==> src/rtl/dly_pkg.sv <==
package dly_pkg;

  typedef enum logic [1:0] {
    ST_SWEEP = 2'd0,
    ST_HOLD  = 2'd1,
    ST_RUN   = 2'd2
  } dly_state_e;

  localparam int unsigned MAX_STEP = 6;

  // Tap code to segment count; reserved codes fall back to the longest tap.
  function automatic logic [2:0] code_to_step(input logic [2:0] code);
    if (code > 3'd5) return 3'd6;
    return code + 3'd1;
  endfunction

endpackage

==> src/rtl/dly_ctrl.sv <==
module dly_ctrl
  import dly_pkg::*;
#(
  parameter int unsigned DEPTH      = 1536,
  parameter int unsigned STEP_CELLS = 256,
  parameter int unsigned AW         = $clog2(DEPTH),
  parameter int unsigned FW         = $clog2(DEPTH + 1)
) (
  input  logic          clk,
  input  logic          rst,
  input  logic          sample_en,
  input  logic          sample_bit,
  input  logic [2:0]    delay_code,
  input  logic          slow_mode,
  input  logic          mute,
  output logic          mem_we,
  output logic [AW-1:0] mem_waddr,
  output logic          mem_wdata,
  output logic          mem_re,
  output logic [AW-1:0] mem_raddr,
  output logic          tap_full,
  output logic          idle_tick
);

  localparam int unsigned SW = $clog2(2 * DEPTH);

  dly_state_e    state;
  logic [AW-1:0] sweep_addr;
  logic [AW-1:0] wr_ptr;
  logic [FW-1:0] fill;
  logic          phase;
  logic [2:0]    cfg_step;
  logic          cfg_slow;

  logic          running;
  logic          accept;
  logic [FW-1:0] tap_len;
  logic [SW-1:0] back_sum;

  always_comb begin
    running   = (state == ST_RUN) && !mute;
    accept    = running && sample_en && (!cfg_slow || !phase);
    idle_tick = sample_en && !running;
    tap_len   = FW'(cfg_step) * FW'(STEP_CELLS);
    back_sum  = SW'(wr_ptr) + SW'(DEPTH) - SW'(tap_len);
    mem_raddr = (back_sum >= SW'(DEPTH)) ? AW'(back_sum - SW'(DEPTH)) : AW'(back_sum);
    mem_re    = accept;
    tap_full  = (fill >= tap_len);
    if (state == ST_SWEEP) begin
      mem_we    = 1'b1;
      mem_waddr = sweep_addr;
      mem_wdata = sweep_addr[0];
    end else begin
      mem_we    = accept;
      mem_waddr = wr_ptr;
      mem_wdata = sample_bit;
    end
  end

  always_ff @(posedge clk) begin
    if (rst) begin
      state      <= ST_SWEEP;
      sweep_addr <= '0;
      wr_ptr     <= '0;
      fill       <= '0;
      phase      <= 1'b0;
      cfg_step   <= 3'd1;
      cfg_slow   <= 1'b0;
    end else begin
      if (state != ST_RUN) begin
        cfg_step <= code_to_step(delay_code);
        cfg_slow <= slow_mode;
      end
      unique case (state)
        ST_SWEEP: begin
          if (sweep_addr == AW'(DEPTH - 1)) state <= ST_HOLD;
          else sweep_addr <= sweep_addr + 1'b1;
        end
        ST_HOLD: begin
          if (!mute) state <= ST_RUN;
        end
        ST_RUN: begin
          if (mute) begin
            state      <= ST_SWEEP;
            sweep_addr <= '0;
            wr_ptr     <= '0;
            fill       <= '0;
            phase      <= 1'b0;
          end else if (sample_en) begin
            if (cfg_slow) phase <= ~phase;
            if (accept) begin
              wr_ptr <= (wr_ptr == AW'(DEPTH - 1)) ? '0 : wr_ptr + 1'b1;
              if (fill != FW'(DEPTH)) fill <= fill + 1'b1;
            end
          end
        end
        default: state <= ST_SWEEP;
      endcase
    end
  end

  assert_mute_starts_sweep_R6: assert property (@(posedge clk) disable iff (rst)
    (state == ST_RUN && mute) |=> (state == ST_SWEEP));

  assert_sweep_in_range_R6: assert property (@(posedge clk) disable iff (rst)
    (state == ST_SWEEP) |-> (sweep_addr < AW'(DEPTH)));

  assert_no_store_idle_R7: assert property (@(posedge clk) disable iff (rst)
    (state != ST_RUN) |-> !mem_re);

  assert_cfg_frozen_R8: assert property (@(posedge clk) disable iff (rst)
    (state == ST_RUN && $past(state == ST_RUN)) |-> ($stable(cfg_step) && $stable(cfg_slow)));

  assert_fill_bound_R9: assert property (@(posedge clk) disable iff (rst)
    fill <= FW'(DEPTH));

  assert_slow_skip_R3: assert property (@(posedge clk) disable iff (rst)
    (cfg_slow && state == ST_RUN && $past(state == ST_RUN) && $past(mem_re) && sample_en)
      |-> !mem_re);

endmodule

==> src/rtl/dly_mem.sv <==
module dly_mem #(
  parameter int unsigned DEPTH = 1536,
  parameter int unsigned AW    = $clog2(DEPTH)
) (
  input  logic          clk,
  input  logic          we,
  input  logic [AW-1:0] waddr,
  input  logic          wdata,
  input  logic          re,
  input  logic [AW-1:0] raddr,
  output logic          rdata
);

  logic cells [DEPTH];

  // Read-first: a same-address write lands after the old value is captured.
  always_ff @(posedge clk) begin
    if (we) cells[waddr] <= wdata;
    if (re) rdata <= cells[raddr];
  end

endmodule

==> src/rtl/dly_out.sv <==
module dly_out (
  input  logic clk,
  input  logic rst,
  input  logic take,
  input  logic full,
  input  logic idle,
  input  logic rdata,
  output logic delay_bit,
  output logic delay_valid
);

  logic take_q;
  logic full_q;
  logic idle_q;

  always_ff @(posedge clk) begin
    if (rst) begin
      take_q      <= 1'b0;
      full_q      <= 1'b0;
      idle_q      <= 1'b0;
      delay_bit   <= 1'b0;
      delay_valid <= 1'b0;
    end else begin
      take_q <= take;
      full_q <= full;
      idle_q <= idle;
      if (take_q) begin
        delay_bit   <= rdata;
        delay_valid <= full_q;
      end else if (idle_q) begin
        delay_bit   <= ~delay_bit;
        delay_valid <= 1'b0;
      end
    end
  end

  assert_idle_invalid_R7: assert property (@(posedge clk) disable iff (rst)
    (idle && !take) |=> ##1 !delay_valid);

endmodule

==> src/rtl/dly_line.sv <==
module dly_line
  import dly_pkg::*;
#(
  parameter int unsigned STEP_CELLS = 256
) (
  input  logic       clk,
  input  logic       rst,
  input  logic       sample_en,
  input  logic       sample_bit,
  input  logic [2:0] delay_code,
  input  logic       slow_mode,
  input  logic       mute,
  output logic       delay_bit,
  output logic       delay_valid
);

  localparam int unsigned DEPTH = MAX_STEP * STEP_CELLS;
  localparam int unsigned AW    = $clog2(DEPTH);
  localparam int unsigned FW    = $clog2(DEPTH + 1);

  logic          mem_we;
  logic [AW-1:0] mem_waddr;
  logic          mem_wdata;
  logic          mem_re;
  logic [AW-1:0] mem_raddr;
  logic          mem_rdata;
  logic          tap_full;
  logic          idle_tick;

  dly_ctrl #(
    .DEPTH      (DEPTH),
    .STEP_CELLS (STEP_CELLS),
    .AW         (AW),
    .FW         (FW)
  ) ctrl_i (
    .clk        (clk),
    .rst        (rst),
    .sample_en  (sample_en),
    .sample_bit (sample_bit),
    .delay_code (delay_code),
    .slow_mode  (slow_mode),
    .mute       (mute),
    .mem_we     (mem_we),
    .mem_waddr  (mem_waddr),
    .mem_wdata  (mem_wdata),
    .mem_re     (mem_re),
    .mem_raddr  (mem_raddr),
    .tap_full   (tap_full),
    .idle_tick  (idle_tick)
  );

  dly_mem #(
    .DEPTH (DEPTH),
    .AW    (AW)
  ) mem_i (
    .clk   (clk),
    .we    (mem_we),
    .waddr (mem_waddr),
    .wdata (mem_wdata),
    .re    (mem_re),
    .raddr (mem_raddr),
    .rdata (mem_rdata)
  );

  dly_out out_i (
    .clk         (clk),
    .rst         (rst),
    .take        (mem_re),
    .full        (tap_full),
    .idle        (idle_tick),
    .rdata       (mem_rdata),
    .delay_bit   (delay_bit),
    .delay_valid (delay_valid)
  );

endmodule

==> config.mk <==
export PLATFORM = sky130hd
export DESIGN_NAME = dly_line
export DESIGN_NICKNAME = d
export VERILOG_FILES = /design/src/rtl/dly_pkg.sv /design/src/rtl/dly_ctrl.sv /design/src/rtl/dly_mem.sv /design/src/rtl/dly_out.sv /design/src/rtl/dly_line.sv
export SDC_FILE = /design/constraint.sdc
export NUM_CORES = 2
export LEC_CHECK = 0
export BUFFER_PORTS_ARGS = -buffer_cell sky130_fd_sc_hd__buf_2
export CAP_MARGIN = 20
export CORE_MARGIN = 4
export CORE_UTILIZATION = 41
export CTS_CLUSTER_SIZE = 28
export DETAILED_ROUTE_END_ITERATION = 8
export PLACE_DENSITY = 0.57
export SYNTH_ARGS = -nofsm -noshare
export SYNTH_HDL_FRONTEND = slang
export SYNTH_SLANG_ARGS = --single-unit
==> constraint.sdc <==
create_clock -name clk -period 27.7 [get_ports clk]
set_input_delay 1.385 -clock clk [delete_from_list [all_inputs] [get_ports clk]]
set_output_delay 1.385 -clock clk [all_outputs]
set_load 0.01 [all_outputs]
==> summary.txt <==
Worst setup path
  • R2R cell count: 15
  • Crit path launch type: flop
  • Worst-path fanout max: 40
  • Crit Reg-Reg Endpoint: mem_i.rdata
  • CP Data Required Time: ~28 ns
  • Setup slack, reg-to-reg: 21.10 ns
  • Critical path class: flop to flop
  • Worst Path Arrival: 7.17 ns
  • Worst Setup End Kind: flop
  • Reg-to-Reg Start: ctrl_i.wr_ptr[1]

Layout
  • Filler cells: ~15000
  • Multi-input combinational cell area: roughly 0.021 sq mm
  • Layout cells sized above 1: between 10 and 15%
  • Sequential cell area: 0.0471 sq mm
  • Final #Nets: just over 5000
  • Design area: just under 0.08 sq mm
  • Post-Layout Cell Count: about 7500
  • Area Overhead vs Synth: 12.2%

Synthesis
  • Dominant synthesized flop cell: edfxtp_1
  • YS warnings: 0
  • XOR/XNOR Fraction of Synth Area: less than 1%
  • Mean Syn Cell Area: between 10 and 15 sq um
  • Post-Synth Adder-Cell Area: less than 1%
  • Post-Synth Simple-Gate Area: a little under an eighth
  • Post-synth EDFFs: 1537
  • Area leader, netlist: edfxtp_1
  • Mux cell area share after synthesis: between 10% and 20%
  • Compound-Gate Fraction of Synth Area: about 4.4%
  • Post-synth top area share: between 60% and 70%
  • Mapped cell area: 0.0699 sq mm
  • Synthesized flop and latch total: ~1600
  • Main combinational cell family by area after synthesis: multiplexers
  • Sequential area share after synthesis: 67.3%
  • Synth Instances: 5257
  • Post-synth ARST share: 0%
  • Syn_nets: 5295
  • Synth area leaders: edfxtp_1, nor2_1, mux4_2, mux2i_1, clkbuf_1
  • Synth unique cells: 70

Detailed routing
  • Total number of vias: ~45000
  • Detailed-route DRC error count: 0
  • Vias/cell: 6.01
  • Number of routed nets with antenna violations: 0
  • WL final: around 220000 microns
  • Wirelength per Cell: 29.2 microns
  • Detailed Route Iter0 Violations: about 6400
  • Detailed Routing Iterations Pass 1: 6

GRT
  • Largest net degree at the start of global routing: ~280
  • Vias in the first global route: between 40000 and 50000
  • Global-route wire length before repair: between 300000 and 400000 microns
  • Gr ovfl total: 0
  • Gr usage total: 24.1%
  • Initial antenna violation count: 3

Run
  • Max Cap Violations: 0

CTS
  • Post-CTS Repair Setup Buffers: 0
  • TritonCTS Buffers: between 150 and 200
  • Max H-tree Level: 4
  • Clock Path Buffers: 3
  • CTS clock-pin slew for the worst setup and hold paths: ~0.06 ns
  • CTS tree: built
  • PostCTS Resize Cnt: 0
  • Root Buffer: clkbuf_16
  • Worst skew pair latency: roughly 0.81 ns
  • Hold Buf Count CTS: 0
  • Clk sink count: 1582

Placement
  • DP Cell Count: 7096
  • DP Area: ~0.072 sq mm
  • Gpl congestion: about 0.83
  • PortBufs: 10
  • Final HPWL DP: approximately 110000 microns

Timing
  • Endpoints failing setup: 0
  • Fmax: around 150 MHz
  • Fin crit period: roughly 6.6 ns
  • Setup TNS: 0 ns
  • RSZ-0062 raised after global routing: false
  • Slew headroom: 12.3%
  • Post-route clock skew: roughly 0.025 ns
  • Final Hold Viols: 0
  • Period utilization: 23.8%
  • Worst-Margin Slew: between 1 and 1.5 ns
  • Fin. max-slew vios: 0

Power
  • Pleak: ~23 nW
  • Pwr dens: between 60 and 70 mW/mm^2
  • Peak VDD IR: ~0.00007 V

Floorplanning
  • Row count: ~150
  • Core area: 0.169 sq mm
  • Die Footprint: 0.177 sq mm
  • DIE WIDTH: approximately 420 microns
  • Die height: roughly 420 microns
  • Starting density of the core: about two fifths
  • I/O pin count: 11

Worst hold path
  • Hold crit path type: flop to flop
  • Hold path cells: 2
  • Hold path startpoint: out_i.full_q
  • Hold EP: out_i.delay_valid

Status
  • Status: complete, no violations
==> sequential cells by signal (all words and copies together) (netlist names) <==
register           cells
ctrl_i.sweep_addr     11
out_i.take_q           1
ctrl_i.wr_ptr         11
ctrl_i.state           2
mem_i.rdata            1
out_i.delay_bit        1
ctrl_i.cfg_slow        1
out_i.delay_valid      1
out_i.idle_q           1
mem_i.cells         1536
ctrl_i.phase           1
out_i.full_q           1
ctrl_i.fill           11
ctrl_i.cfg_step        3
==> how the worst max path moves through the flow <==
stage / startpoint / endpoint / slack [ns] / cells after the start
6_report: ctrl_i.wr_ptr[1] / mem_i.rdata / 21.10 / 15
5_1_grt: ctrl_i.wr_ptr[1] / mem_i.rdata / 20.88 / 15
4_1_cts: ctrl_i.wr_ptr[1] / mem_i.rdata / 21.23 / 15
3_5_place_dp: ctrl_i.wr_ptr[1] / mem_i.rdata / 21.23 / 15
3_3_place_gp: ctrl_i.wr_ptr[1] / mem_i.rdata / 21.20 / 15
2_1_floorplan: ctrl_i.state[0] / mem_i.cells[0] / 4.45 / 5
==> area by class of cell <==
class	count	share of cell area, %
inverter	29	0.139
tap	2218	3.53
sequential	1582	59.9
clock inverter	97	1.04
antenna	4	0.0127
clock buffer	210	5.58
multi-input combinational	3155	27.0
timing repair buffer	156	2.73
==> report_power, final <==
part	switching (mW)	total [mW]	internal, mW
clock	0.949	2.16	1.22
sequential	0.00208	2.64	2.64
combinational	0.0931	0.109	0.0155
total	1.04	4.92	3.87
==> cells in the final DEF (no fill, tap or decap), types with 54 or more instances in the layout <==
cell	Yosys	layout
buf_4	36	89
nor2_1	1654	1638
clkbuf_16	0	168
edfxtp_1	1537	1537
clkinv_1	2	54
mux4_2	256	256
o22ai_1	93	93
mux2i_1	262	262
nand2_1	205	189
a211oi_1	61	61
a21oi_1	105	105
o21ai_0	66	64
==> synthesized netlist by cell type (all sizes together), types with 3 or more instances <==
cell	n
o21bai	3
o21ai	74
and3	11
a311oi	12
o21a	5
a22oi	10
a2111oi	10
o2111ai	6
nor2b	6
or3	6
nor4	10
a31oi	36
o31ai	6
nor3	50
buf	154
a211oi	61
a21oi	105
o221ai	8
mux2i	262
nand3	58
a221oi	12
a21o	6
o22ai	93
mux4	256
xor2	14
nand3b	4
inv	27
xnor2	21
a22o	3
a222oi	3
mux2	38
dfxtp	45
nand2	205
nand4	11
and2	12
or2	8
ha	29
o211ai	6
and4	3
edfxtp	1537
nor2	1654
clkbuf	337
nand2b	10
nor3b	3
==> worst max-delay path, cell delays in order, from the launching register on <==
cell and delay (ns):
dfxtp_4 0.41, inv_2 0.61, ha_4 0.46, buf_4 0.47, buf_4 0.62, buf_4 0.63
buf_4 0.48, mux4_2 0.55, mux2i_1 0.20, a211oi_1 0.12, a22o_1 0.27, nor4_1 0.49
nor4_1 0.25, o31ai_1 0.30, o2111ai_1 0.15, and4_1 0.24
==> per-stage QoR <==
| step | total power, mW | util, % | setup slack, ns | hold slack [ns] |
|---|---|---|---|---|
| 6_report | 4.92 | 46.3 | 21.10 | 0.480 |
| 5_1_grt | 5.05 | 46.3 | 20.88 | 0.502 |
| 4_1_cts | 4.94 | 45.6 | 21.23 | 0.482 |
| 3_5_place_dp | 2.80 | 42.6 | 21.23 | 0.463 |
| 3_3_place_gp | 2.80 | 42.5 | 21.20 | 0.452 |
| 2_1_floorplan | 2.84 | - | 4.45 | 0.438 |
==> logic make-up after synthesis <==
family / count (synthesis)
flops: 1582
xor+xnor: 35
simple gates: 2055
compound gates: 480
buf+inv: 520
fa+ha+maj: 29
mux: 556
==> per-layer routing <==
metal  vias to the layer above  routed length, microns  GRT usage [%]
met4                         2                    7710           8.76
li1                      18900                       -              -
met2                      2083                  102000           38.0
met1                     23500                   89200           33.7
met3                       403                   18600           4.09
met5                         -                       8              0
No activity file was read; power rests on OpenSTA's default activity.
